$ cat config.mk
export PLATFORM = sky130hd
export DESIGN_NAME = i2c_host_ctrl
export DESIGN_NICKNAME = d
export VERILOG_FILES = /design/src/rtl/i2c_host_ctrl.sv
export SDC_FILE = /design/constraint.sdc
export NUM_CORES = 1
export LEC_CHECK = 0
export ABC_AREA = 1
export ABC_CLOCK_PERIOD_IN_PS = 5200
export BUFFER_PORTS_ARGS = -buffer_cell sky130_fd_sc_hd__buf_2
export CAP_MARGIN = 20
export CORE_MARGIN = 2
export CORE_UTILIZATION = 50
export DETAILED_ROUTE_END_ITERATION = 10
export PLACE_DENSITY_LB_ADDON = 0.15
export SLEW_MARGIN = 10
export SYNTH_ARGS = -nofsm -noshare
export SYNTH_HDL_FRONTEND = slang
export SYNTH_SLANG_ARGS = --single-unit
$ cat constraint.sdc
create_clock -name clk -period 5.2 [get_ports clk]
set_input_delay 1.04 -clock clk [delete_from_list [all_inputs] [get_ports clk]]
set_output_delay 1.04 -clock clk [all_outputs]
set_load 0.005 [all_outputs]
$ cat src/rtl/i2c_host_ctrl.sv
module i2c_host_ctrl #(
  parameter int          ADDR_W    = 3,
  parameter logic [15:0] PRE_RESET = 16'hFFFF
) (
  input  logic              clk,
  input  logic              rst_n,
  input  logic [ADDR_W-1:0] reg_addr,
  input  logic              reg_we,
  input  logic [7:0]        reg_wdata,
  output logic [7:0]        reg_rdata,
  output logic              irq,
  input  logic              scl_i,
  output logic              scl_oe,
  input  logic              sda_i,
  output logic              sda_oe
);
  localparam logic [ADDR_W-1:0] A_PLO = ADDR_W'(0);
  localparam logic [ADDR_W-1:0] A_PHI = ADDR_W'(1);
  localparam logic [ADDR_W-1:0] A_CTL = ADDR_W'(2);
  localparam logic [ADDR_W-1:0] A_DAT = ADDR_W'(3);
  localparam logic [ADDR_W-1:0] A_CMD = ADDR_W'(4);
  localparam logic [2:0]        PH_LAST = 3'd4;

  typedef enum logic [2:0] {S_IDLE, S_START, S_DATA, S_ACK, S_STOP} seq_t;

  logic [15:0] prescale, pcnt;
  logic        en, ien;
  logic [7:0]  txr, rxr, sr;
  seq_t        state;
  logic [2:0]  ph, bitn;
  logic        op_rd, op_wr, op_stop, op_nack;
  logic        samp, rxack, busy, al, iflag;
  logic [1:0]  scl_sy, sda_sy;
  logic        scl_p, sda_p;
  logic        scl_w, sda_w;

  wire scl_s     = scl_sy[1];
  wire sda_s     = sda_sy[1];
  wire start_det = scl_s && scl_p && sda_p && !sda_s;
  wire stop_det  = scl_s && scl_p && !sda_p && sda_s;
  wire tip       = (state != S_IDLE);
  wire wr_cmd    = reg_we && (reg_addr == A_CMD);
  wire go        = wr_cmd && en && !tip && (|reg_wdata[7:4]);
  wire tick      = tip && (pcnt == 16'd0);
  wire bit_end   = tick && (ph == PH_LAST);
  wire smp       = tick && (ph == 3'd2);
  wire want_hi   = (state == S_DATA && op_wr && sr[7]) ||
                   (state == S_ACK && op_rd && op_nack);
  wire al_hit    = (tick && ph == 3'd1 && state == S_START && !sda_s) ||
                   (smp && want_hi && !sda_s) ||
                   (stop_det && tip && state != S_STOP);
  wire fin       = bit_end && ((state == S_STOP) ||
                   (state == S_ACK && !op_stop) ||
                   (state == S_START && !op_rd && !op_wr && !op_stop));

  assign irq = iflag & ien;

  always_comb begin
    case (reg_addr)
      A_PLO:   reg_rdata = prescale[7:0];
      A_PHI:   reg_rdata = prescale[15:8];
      A_CTL:   reg_rdata = {en, ien, 6'b0};
      A_DAT:   reg_rdata = rxr;
      A_CMD:   reg_rdata = {rxack, busy, al, 3'b0, tip, iflag};
      default: reg_rdata = 8'h00;
    endcase
  end

  always_comb begin
    scl_w = scl_oe;
    sda_w = sda_oe;
    case (state)
      S_START: begin
        sda_w = (ph >= 3'd2);
        scl_w = (ph == 3'd0) ? scl_oe : (ph == PH_LAST);
      end
      S_DATA: begin
        sda_w = op_wr & ~sr[7];
        scl_w = (ph == 3'd0) || (ph == PH_LAST);
      end
      S_ACK: begin
        sda_w = op_rd & ~op_nack;
        scl_w = (ph == 3'd0) || (ph == PH_LAST);
      end
      S_STOP: begin
        sda_w = (ph <= 3'd2);
        scl_w = (ph == 3'd0);
      end
      default: ;
    endcase
  end

  always_ff @(posedge clk or negedge rst_n) begin
    if (!rst_n) begin
      scl_sy <= 2'b11;
      sda_sy <= 2'b11;
      scl_p  <= 1'b1;
      sda_p  <= 1'b1;
    end else begin
      scl_sy <= {scl_sy[0], scl_i};
      sda_sy <= {sda_sy[0], sda_i};
      scl_p  <= scl_s;
      sda_p  <= sda_s;
    end
  end

  always_ff @(posedge clk or negedge rst_n) begin
    if (!rst_n) begin
      prescale <= PRE_RESET;
      en       <= 1'b0;
      ien      <= 1'b0;
      txr      <= '0;
      pcnt     <= '0;
      busy     <= 1'b0;
      al       <= 1'b0;
      iflag    <= 1'b0;
      samp     <= 1'b1;
    end else begin
      if (reg_we && !en && reg_addr == A_PLO) prescale[7:0]  <= reg_wdata;
      if (reg_we && !en && reg_addr == A_PHI) prescale[15:8] <= reg_wdata;
      if (reg_we && reg_addr == A_CTL) begin
        en  <= reg_wdata[7];
        ien <= reg_wdata[6];
      end
      if (reg_we && reg_addr == A_DAT) txr <= reg_wdata;
      pcnt <= (!tip || tick) ? prescale : pcnt - 16'd1;
      if (smp) samp <= sda_s;
      if (start_det)     busy <= 1'b1;
      else if (stop_det) busy <= 1'b0;
      if (al_hit)  al <= 1'b1;
      else if (go) al <= 1'b0;
      if (fin || al_hit)                iflag <= 1'b1;
      else if (wr_cmd && reg_wdata[0])  iflag <= 1'b0;
    end
  end

  always_ff @(posedge clk or negedge rst_n) begin
    if (!rst_n) begin
      state   <= S_IDLE;
      ph      <= '0;
      bitn    <= '0;
      sr      <= '0;
      rxr     <= '0;
      rxack   <= 1'b0;
      op_rd   <= 1'b0;
      op_wr   <= 1'b0;
      op_stop <= 1'b0;
      op_nack <= 1'b0;
      scl_oe  <= 1'b0;
      sda_oe  <= 1'b0;
    end else begin
      if (!en || al_hit) begin
        scl_oe <= 1'b0;
        sda_oe <= 1'b0;
      end else if (tip) begin
        scl_oe <= scl_w;
        sda_oe <= sda_w;
      end
      if (!en || al_hit) begin
        state <= S_IDLE;
        ph    <= '0;
      end else if (go) begin
        ph      <= '0;
        bitn    <= '0;
        sr      <= txr;
        op_wr   <= reg_wdata[4];
        op_rd   <= reg_wdata[5] & ~reg_wdata[4];
        op_stop <= reg_wdata[6];
        op_nack <= reg_wdata[3];
        state   <= reg_wdata[7] ? S_START :
                   (reg_wdata[5] | reg_wdata[4]) ? S_DATA : S_STOP;
      end else if (tick) begin
        ph <= (ph == PH_LAST) ? 3'd0 : ph + 3'd1;
        if (ph == PH_LAST) begin
          case (state)
            S_START: state <= (op_rd | op_wr) ? S_DATA : (op_stop ? S_STOP : S_IDLE);
            S_DATA: begin
              sr   <= {sr[6:0], samp};
              bitn <= bitn + 3'd1;
              if (bitn == 3'd7) state <= S_ACK;
            end
            S_ACK: begin
              rxack <= samp;
              if (op_rd) rxr <= sr;
              state <= op_stop ? S_STOP : S_IDLE;
            end
            default: state <= S_IDLE;
          endcase
        end
      end
    end
  end


  prescale_lock_chk: assert property (@(posedge clk) disable iff (!rst_n)
    (reg_we && en && (reg_addr == A_PLO || reg_addr == A_PHI)) |=> $stable(prescale));


  disabled_cmd_chk: assert property (@(posedge clk) disable iff (!rst_n)
    (wr_cmd && !en) |=> (state == S_IDLE && !scl_oe && !sda_oe));


  tip_on_accept_chk: assert property (@(posedge clk) disable iff (!rst_n)
    (wr_cmd && en && state == S_IDLE && (|reg_wdata[7:4])) |=> (reg_rdata[1] || reg_addr != A_CMD) && state != S_IDLE);


  iack_clear_chk: assert property (@(posedge clk) disable iff (!rst_n)
    (wr_cmd && reg_wdata[0] && state == S_IDLE) |=> !iflag && !irq);


  stop_release_chk: assert property (@(posedge clk) disable iff (!rst_n)
    (state == S_STOP && bit_end) |=> (!scl_oe && !sda_oe && state == S_IDLE));


  al_release_chk: assert property (@(posedge clk) disable iff (!rst_n)
    $rose(al) |-> (!scl_oe && !sda_oe && state == S_IDLE && iflag));


  tick_gap_chk: assert property (@(posedge clk) disable iff (!rst_n)
    (tick && prescale != 16'd0) |=> !tick);
endmodule

Word-level counts from Yosys, hierarchy flattened. Cells that the tools add are included.

Add/subtract/negate cells: 3. $lt $le $gt $ge: 2. Mux-type cells: 37. Equal/unequal tests: 15. Reductions and logical operators: 74. Bitwise gates (word level): 11.

Operators by type and width (number): 3-bit 2-to-1 mux (17); 8-bit case mux with 5 select lines (1); 1-bit logical AND (34); 8-bit 2-to-1 mux (4); 16-bit zero test (1); 16-bit 2-to-1 mux (1); 16-bit by 1-bit subtractor with 16-bit output (second input constant) (1); 3-bit by 2-bit == test with 1-bit output (second input constant) (5); 2-bit nonzero test (7); 3-bit == test (second input constant) (4); 1-bit 2-to-1 mux (11); 3-bit by 1-bit == test with 1-bit output (second input constant) (3); 1-bit logical OR (9); 3-bit case mux with 3 select lines (1); 3-bit nonzero test (3); 1-bit zero test (7); 3-bit by 1-bit adder with 3-bit output (second input constant) (2); 3-bit zero test (2); 3-bit AND reduction (2); 6-bit AND reduction (1); 1-bit inverter (5); 5-bit AND reduction (1); 5-bit nonzero test (1); 1-bit AND (4); 13 further kinds (15).

Flip-flop bits (word level): 84. Input port bits: 16. Logic and storage cells: 168.

Depth between registers and ports, before layout. Gate-level depths: netlist (run 1).

Depth after elaboration: 11. Depth in mapped cells: 13. Gate-level depth less buffers: 13.

Least setup slack after synthesis (run 1). Ideal clock, no wire load.

Path kind: input to output. Start: in reg_addr[2]. End: out reg_rdata[6]. Path buffers: 0. Arrival: 1731 ps. Path slack: 2429 ps. Cell stages on the path: 7. Cells stage by stage: inv_1 -> nand2_1 -> nor2_1 -> nand2_1 -> nand2_1 -> a221oi_1 -> o21ai_0.

Longest elaborated chain between the ends: 2. Elaborated cells on any way between the ends: 6. Those cells by class: 4 x eq/ne; 1 x mux; 1 x reduce/logical.

Ends and longest elaborated chain: start, declared (RTL line 7) `input logic [ADDR_W-1:0] reg_addr,`; 3-bit == test, or another cell as far along (RTL line 59) `case (reg_addr)`; 8-bit case mux with 5 select lines * (RTL line 59); end, declared (RTL line 10) `output logic [7:0] reg_rdata,`.

Every way passes the cells marked *; elsewhere a longest branch is shown, timed or not.

Final worst setup path (run 1). Ends and elaborated chain as after synthesis.

==> results_dict.tcl, run 1 <==
set metrics [dict create \
    outcome "completed" \
    syn-num-nets 532 \
    route.detailed.drc 0 \
    grt-ovfl-total 0 \
    grt_pass1_wl_um 16200 \
    min_period_ns 3.28 \
    antenna_found_initial 0 \
    hold_violations 0 \
    critPathKind "input pin to output pin" \
    hold_path_class "flip-flop to flip-flop" \
    leakage_uw 0.00225 \
    synth-edff-count 0 \
    slew_viol_final 0 \
    finClkSkew_ns 0.0106 \
    post-cts-setup-buffer-count 0 \
    combinationalPowerShare 0.183 \
    max_clock_freq_mhz 305 \
    max_stage_delay_ns 0.48 \
    powerDensity_nw_per_um2 338 \
    fillers 800 \
    ys.warnings.count 0 \
    dp_hpwl_um 7000 \
    clock_latency_ns 0.35 \
    synth_seq_area_share 0.508 \
    synth-main-ff-cell "dfrtp_1" \
    clk_path_buf_depth 2 \
    path_cells "buf_2 > inv_1 > nand2_1 > nor2_1 > nand2_1 > nand2_1 > a221oi_1 > o21ai_0 > buf_2" \
    num_vias 3446 \
    cap_violations 0 \
    die_h_um 95.6 \
    setup_viol 0 \
    max_slew.worst_pin.slew_ns 0.687 \
    required_ns 4.16 \
    grt_pass1_vias 3399 \
    cts_tree "done" \
    cts_resized 0 \
    r2r_slack_ns 2.67 \
    rsz0062_at_grt "false" \
    ir_drop_uv 212 \
    wl_per_cell_um 14.8 \
    slew_headroom 0.539 \
    syn_area_um2 4200 \
    path_max_fanout 9 \
    cts_hold_buf 0 \
    synth_cells 509 \
    async_flop_share 1.00 \
    p_clk_frac 0.256 \
    fp.coreArea_um2 8180 \
    swShare 0.319 \
    layout_commonest_cell "nand2_1" \
    switching_power_uw 494 \
    num_rows 33 \
    root_buffer "clkbuf_8" \
    seqPwrFrac 0.560 \
    grt_usage 0.232 \
    cp-start-kind "input pin" \
    portBuffers 26 \
    setup-tns-final_ns 0 \
    place.gp.congestion 0.811 \
    start_util 0.513 \
    ys_ff_latch 84 \
    intPower_uw 1060 \
    syn2layout_area_growth_pct 9.36 \
    cp_slowest_cell "nor2_1" \
    cp_common_cell "nand2_1" \
    finalNetCount 558 \
    cts_buffers 9 \
    grt_max_degree 85 \
    fin_crit_sh 0.630 \
    die_area_um2 9140 \
    cp-end-kind "output pin" \
    hold_slack_ns 0.359 \
    initialDrtViolationCount 191 \
    drt-pass1-iter-count 5 \
    n_antenna_cell 0 \
    ys_types 38 \
    antenna_left 0 \
    die_w_um 95.6 \
    syn_area_per_cell_um2 8.24 \
    wl_um 9580 \
    io_pins 27 \
    h-tree-depth 3 \
    clock_sinks 84 \
    layout-drive-gt1-share 0.159 \
    layout_common_cells "nand2_1, dfrtp_1, o21ai_0" \
    clkTransAtPathRegs_ns 0.07 \
    arrival_ns 2.24 \
    routed_via_density 5.34 \
]
-- worst max-delay path, delay by kind of cell --
kind / cells / cell delay, ns
simple gates: 4 / 0.75
compound gates: 2 / 0.13
buf+inv: 3 / 0.32
-- final timing paths --
check / startpoint / to / cells after the start
setup reg to reg: pcnt[0] / rxr[7] / 11
hold / removal: scl_sy[0] / scl_sy[1] / 0
hold reg to reg: scl_sy[0] / scl_sy[1] / 0
max in group asynchronous: rst_n / sda_sy[1] / 2
min in group asynchronous: rst_n / pcnt[4] / 1
setup / recovery: reg_addr[2] / reg_rdata[6] / 9
-- routing by layer --
metal  share of wire  global-route usage  vias up  routed length (µm)
li1                -                   -     1722                   -
met1            0.49               0.327     1633                4670
met2            0.45               0.365       74                4330
met3           0.041              0.0411       17                 388
met4           0.020              0.0774        0                 194
met5               0                   0        -                   0
-- power by group through the flow --
stage	combinational [µW]	clock [µW]	sequential (µW)
after global routing	329	435	884
after global placement	272	0	877
after CTS	283	409	867
after floorplan	216	0	843
final	284	397	868
after detailed placement	281	0	879
-- metrics by stage --
| step | setup WS, ns | total power [µW] | utilization | instances | instance area, µm² |
|---|---|---|---|---|---|
| CTS | 1.93 | 1560 | 0.558 | 644 | 4560 |
| global route | 1.75 | 1650 | 0.561 | 645 | 4590 |
| finish | 1.92 | 1550 | 0.561 | 645 | 4590 |
| detailed placement | 1.94 | 1160 | 0.538 | 628 | 4400 |
| global placement | 2.02 | 1150 | 0.538 | 628 | 4400 |
| floorplan | 2.43 | 1060 | - | 509 | 4200 |
-- layout make-up --
type,count,area [µm²],share of cell area
Clock buffer,12,135,0.0295
Clock inverter,4,26.3,0.00573
Inverter,50,188,0.0409
Multi-Input combinational cell,363,1820,0.396
Sequential cell,84,2130,0.464
Tap cell,105,131,0.0286
Timing Repair Buffer,27,160,0.0349
-- synth_stat cells, types with 6 or more instances --
cell | n | area share
nand2_1 | 156 | 0.14
dfrtp_1 | 61 | 0.36
o21ai_0 | 50 | 0.060
inv_1 | 45 | 0.040
nor2_1 | 43 | 0.038
nand3_1 | 24 | 0.029
dfstp_2 | 23 | 0.14
a21oi_1 | 11 | 0.013
nand4_1 | 9 | 0.013
o21ai_1 | 9 | 0.011
a31oi_1 | 8 | 0.012
clkbuf_1 | 7 | 0.0063
ha_1 | 7 | 0.021
nor3_1 | 6 | 0.0072
-- registers in the layout (all words and copies together) (netlist names), 2 cells and up --
name and count:
bitn 3, pcnt 16, ph 3, prescale 16, rxr 8, scl_sy 2, sda_sy 2, sr 8
state 3, txr 8
-- cell families after synthesis --
kind of cell / share of synthesized area
AO/OA/AOI/OAI: 0.115
XOR/XNOR: 0.0146
adder cells (fa/ha/maj): 0.0209
buffers and inverters: 0.0590
flip-flops: 0.508
AND/OR/NAND/NOR: 0.283
No activity file was read; power rests on OpenSTA's default activity.
==> inputs of run 2 (changes only) <==
--- a/config.mk
+++ b/config.mk
@@ -6,7 +6,7 @@
 export NUM_CORES = 1
 export LEC_CHECK = 0
 export ABC_AREA = 1
-export ABC_CLOCK_PERIOD_IN_PS = 5200
+export ABC_CLOCK_PERIOD_IN_PS = 2800
 export BUFFER_PORTS_ARGS = -buffer_cell sky130_fd_sc_hd__buf_2
 export CAP_MARGIN = 20
 export CORE_MARGIN = 2
==> constraint.sdc (replaced) <==
create_clock -name clk -period 2.8 [get_ports clk]
set_input_delay 0.56 -clock clk [delete_from_list [all_inputs] [get_ports clk]]
set_output_delay 0.56 -clock clk [all_outputs]
set_load 0.005 [all_outputs]
==> results_dict.tcl, run 2 (synthesized netlist as in run 1, its figures left out) <==
set metrics [dict create \
    initialDrtViolationCount 258 \
    root_buffer "clkbuf_8" \
    critPathKind "input pin to output pin" \
    outcome "completed" \
    finClkSkew_ns 0.0134 \
    path_depth 9 \
    num_rows 33 \
    layout-drive-gt1-share 0.174 \
    max_clock_freq_mhz 432 \
    grt_max_degree 38 \
    grt-ovfl-total 0 \
    seqPwrFrac 0.535 \
    clock_sinks 84 \
    grt_pass1_vias 3280 \
    antenna_found_initial 0 \
    hold_path_class "input pin to asynchronous set/reset pin" \
    finalNetCount 564 \
    min_period_ns 2.31 \
    clock_latency_ns 0.36 \
    critPathLaunch "reg_addr[2]" \
    routed_via_density 5.35 \
    setup-tns-final_ns 0 \
    intPower_uw 2060 \
    grt_usage 0.236 \
    fin_crit_sh 0.826 \
    r2r-start "pcnt[1]" \
    slew_headroom 0.562 \
    required_ns 2.24 \
    antenna_left 0 \
    cts_tree "done" \
    cp-start-kind "input pin" \
    r2r-end "rxr[2]" \
    die_w_um 95.6 \
    grt_pass1_wl_um 16200 \
    die_area_um2 9140 \
    drt-pass1-iter-count 4 \
    portBuffers 26 \
    route.detailed.drc 0 \
    arrival_ns 1.75 \
    switching_power_uw 966 \
    max_stage_delay_ns 0.50 \
    h-tree-depth 3 \
    syn2layout_area_growth_pct 10.9 \
    cp-end-kind "output pin" \
    wl_um 9680 \
    finalPower_uw 3020 \
    die_h_um 95.6 \
    crit_family "simple AND/OR/NAND/NOR gates" \
    swShare 0.320 \
    critical_path_buf_inv_count 3 \
    r2r_slack_ns 0.56 \
    rsz0062_at_grt "false" \
    crit_end "reg_rdata[6]" \
    place.gp.congestion 0.885 \
    p_clk_frac 0.292 \
    layout_commonest_cell "nand2_1" \
    setup_viol 0 \
    start_util 0.513 \
    powerDensity_nw_per_um2 649 \
    cts_buffers 9 \
    path_max_fanout 9 \
    largestRegisters "pcnt: 16 flops, prescale: 16 flops" \
    ir_drop_uv 300 \
    rr_worst_depth 11 \
    wl_per_cell_um 14.9 \
    post-cts-setup-buffer-count 0 \
    hold_violations 0 \
    layout_common_cells "nand2_1, dfrtp_1, o21ai_0" \
    slew_viol_final 0 \
    clkTransAtPathRegs_ns 0.09 \
    max_slew.worst_pin.slew_ns 0.654 \
    fp.coreArea_um2 8180 \
    io_pins 27 \
    n_antenna_cell 0 \
    cts_resized 0 \
    path_cells "buf_2 > inv_1 > nand2_1 > nor2_1 > nand2_1 > nand2_1 > a221oi_1 > o21ai_0 > buf_2" \
    leakage_uw 0.00229 \
    fillers 777 \
    clk_path_buf_depth 2 \
    combinationalPowerShare 0.173 \
    cap_violations 0 \
    cp_slowest_cell "nor2_1" \
    num_vias 3484 \
    dp_hpwl_um 7380 \
    cp_common_cell "nand2_1" \
    cts_hold_buf 0 \
]
==> run 2: stage by stage <==
| stage | hold WS (ns) | utilization | worst slack [ns] | instances | area, µm² |
|---|---|---|---|---|---|
| 2_1_floorplan | 0.264 | - | 0.920 | 509 | 4200 |
| 3_3_place_gp | 0.349 | 0.545 | 0.531 | 635 | 4450 |
| 3_5_place_dp | 0.351 | 0.545 | 0.501 | 635 | 4450 |
| 4_1_cts | 0.151 | 0.569 | 0.497 | 651 | 4650 |
| 5_1_grt | 0.172 | 0.569 | 0.331 | 651 | 4650 |
| 6_report | 0.144 | 0.569 | 0.486 | 651 | 4650 |
==> run 2: how the worst min path moves through the flow <==
stage / end / cells after the start / from
after global placement: sda_sy[1] / 0 / sda_sy[0]
after floorplan: al / 0 / rst_n
final: pcnt[7] / 1 / rst_n
after CTS: pcnt[6] / 1 / rst_n
after detailed placement: scl_sy[1] / 0 / scl_sy[0]
after global routing: pcnt[6] / 1 / rst_n
==> run 2: power groups by stage <==
stage	combinational (µW)	clock (µW)	sequential [µW]
after floorplan	401	0	1570
after global placement	516	0	1630
after detailed placement	523	0	1640
after CTS	527	904	1610
after global routing	607	953	1650
final	522	883	1620
==> run 2: worst reg2reg max path, delay by kind of cell (launching register included) <==
| kind | cells | cell delay (ns) |
|---|---|---|
| buffers and inverters | 2 | 0.31 |
| DFF | 1 | 0.37 |
| and+or+nand+nor | 8 | 1.28 |
| adders and majority gates | 1 | 0.22 |
==> run 2: layout make-up <==
cell class	count	area, µm²	share of cell area
tap	105	131	0.0282
clock buffer	9	124	0.0266
multi-input combinational	363	1820	0.391
inverter	50	188	0.0403
sequential	84	2130	0.458
clock inverter	7	76.3	0.0164
timing repair buffer	33	185	0.0398
==> run 2: metal layers <==
metal	part of all wire	vias up	track usage
li1	-	1728	-
met1	0.48	1652	0.340
met2	0.44	87	0.355
met3	0.058	17	0.0395
met4	0.024	0	0.0964
met5	0	-	0
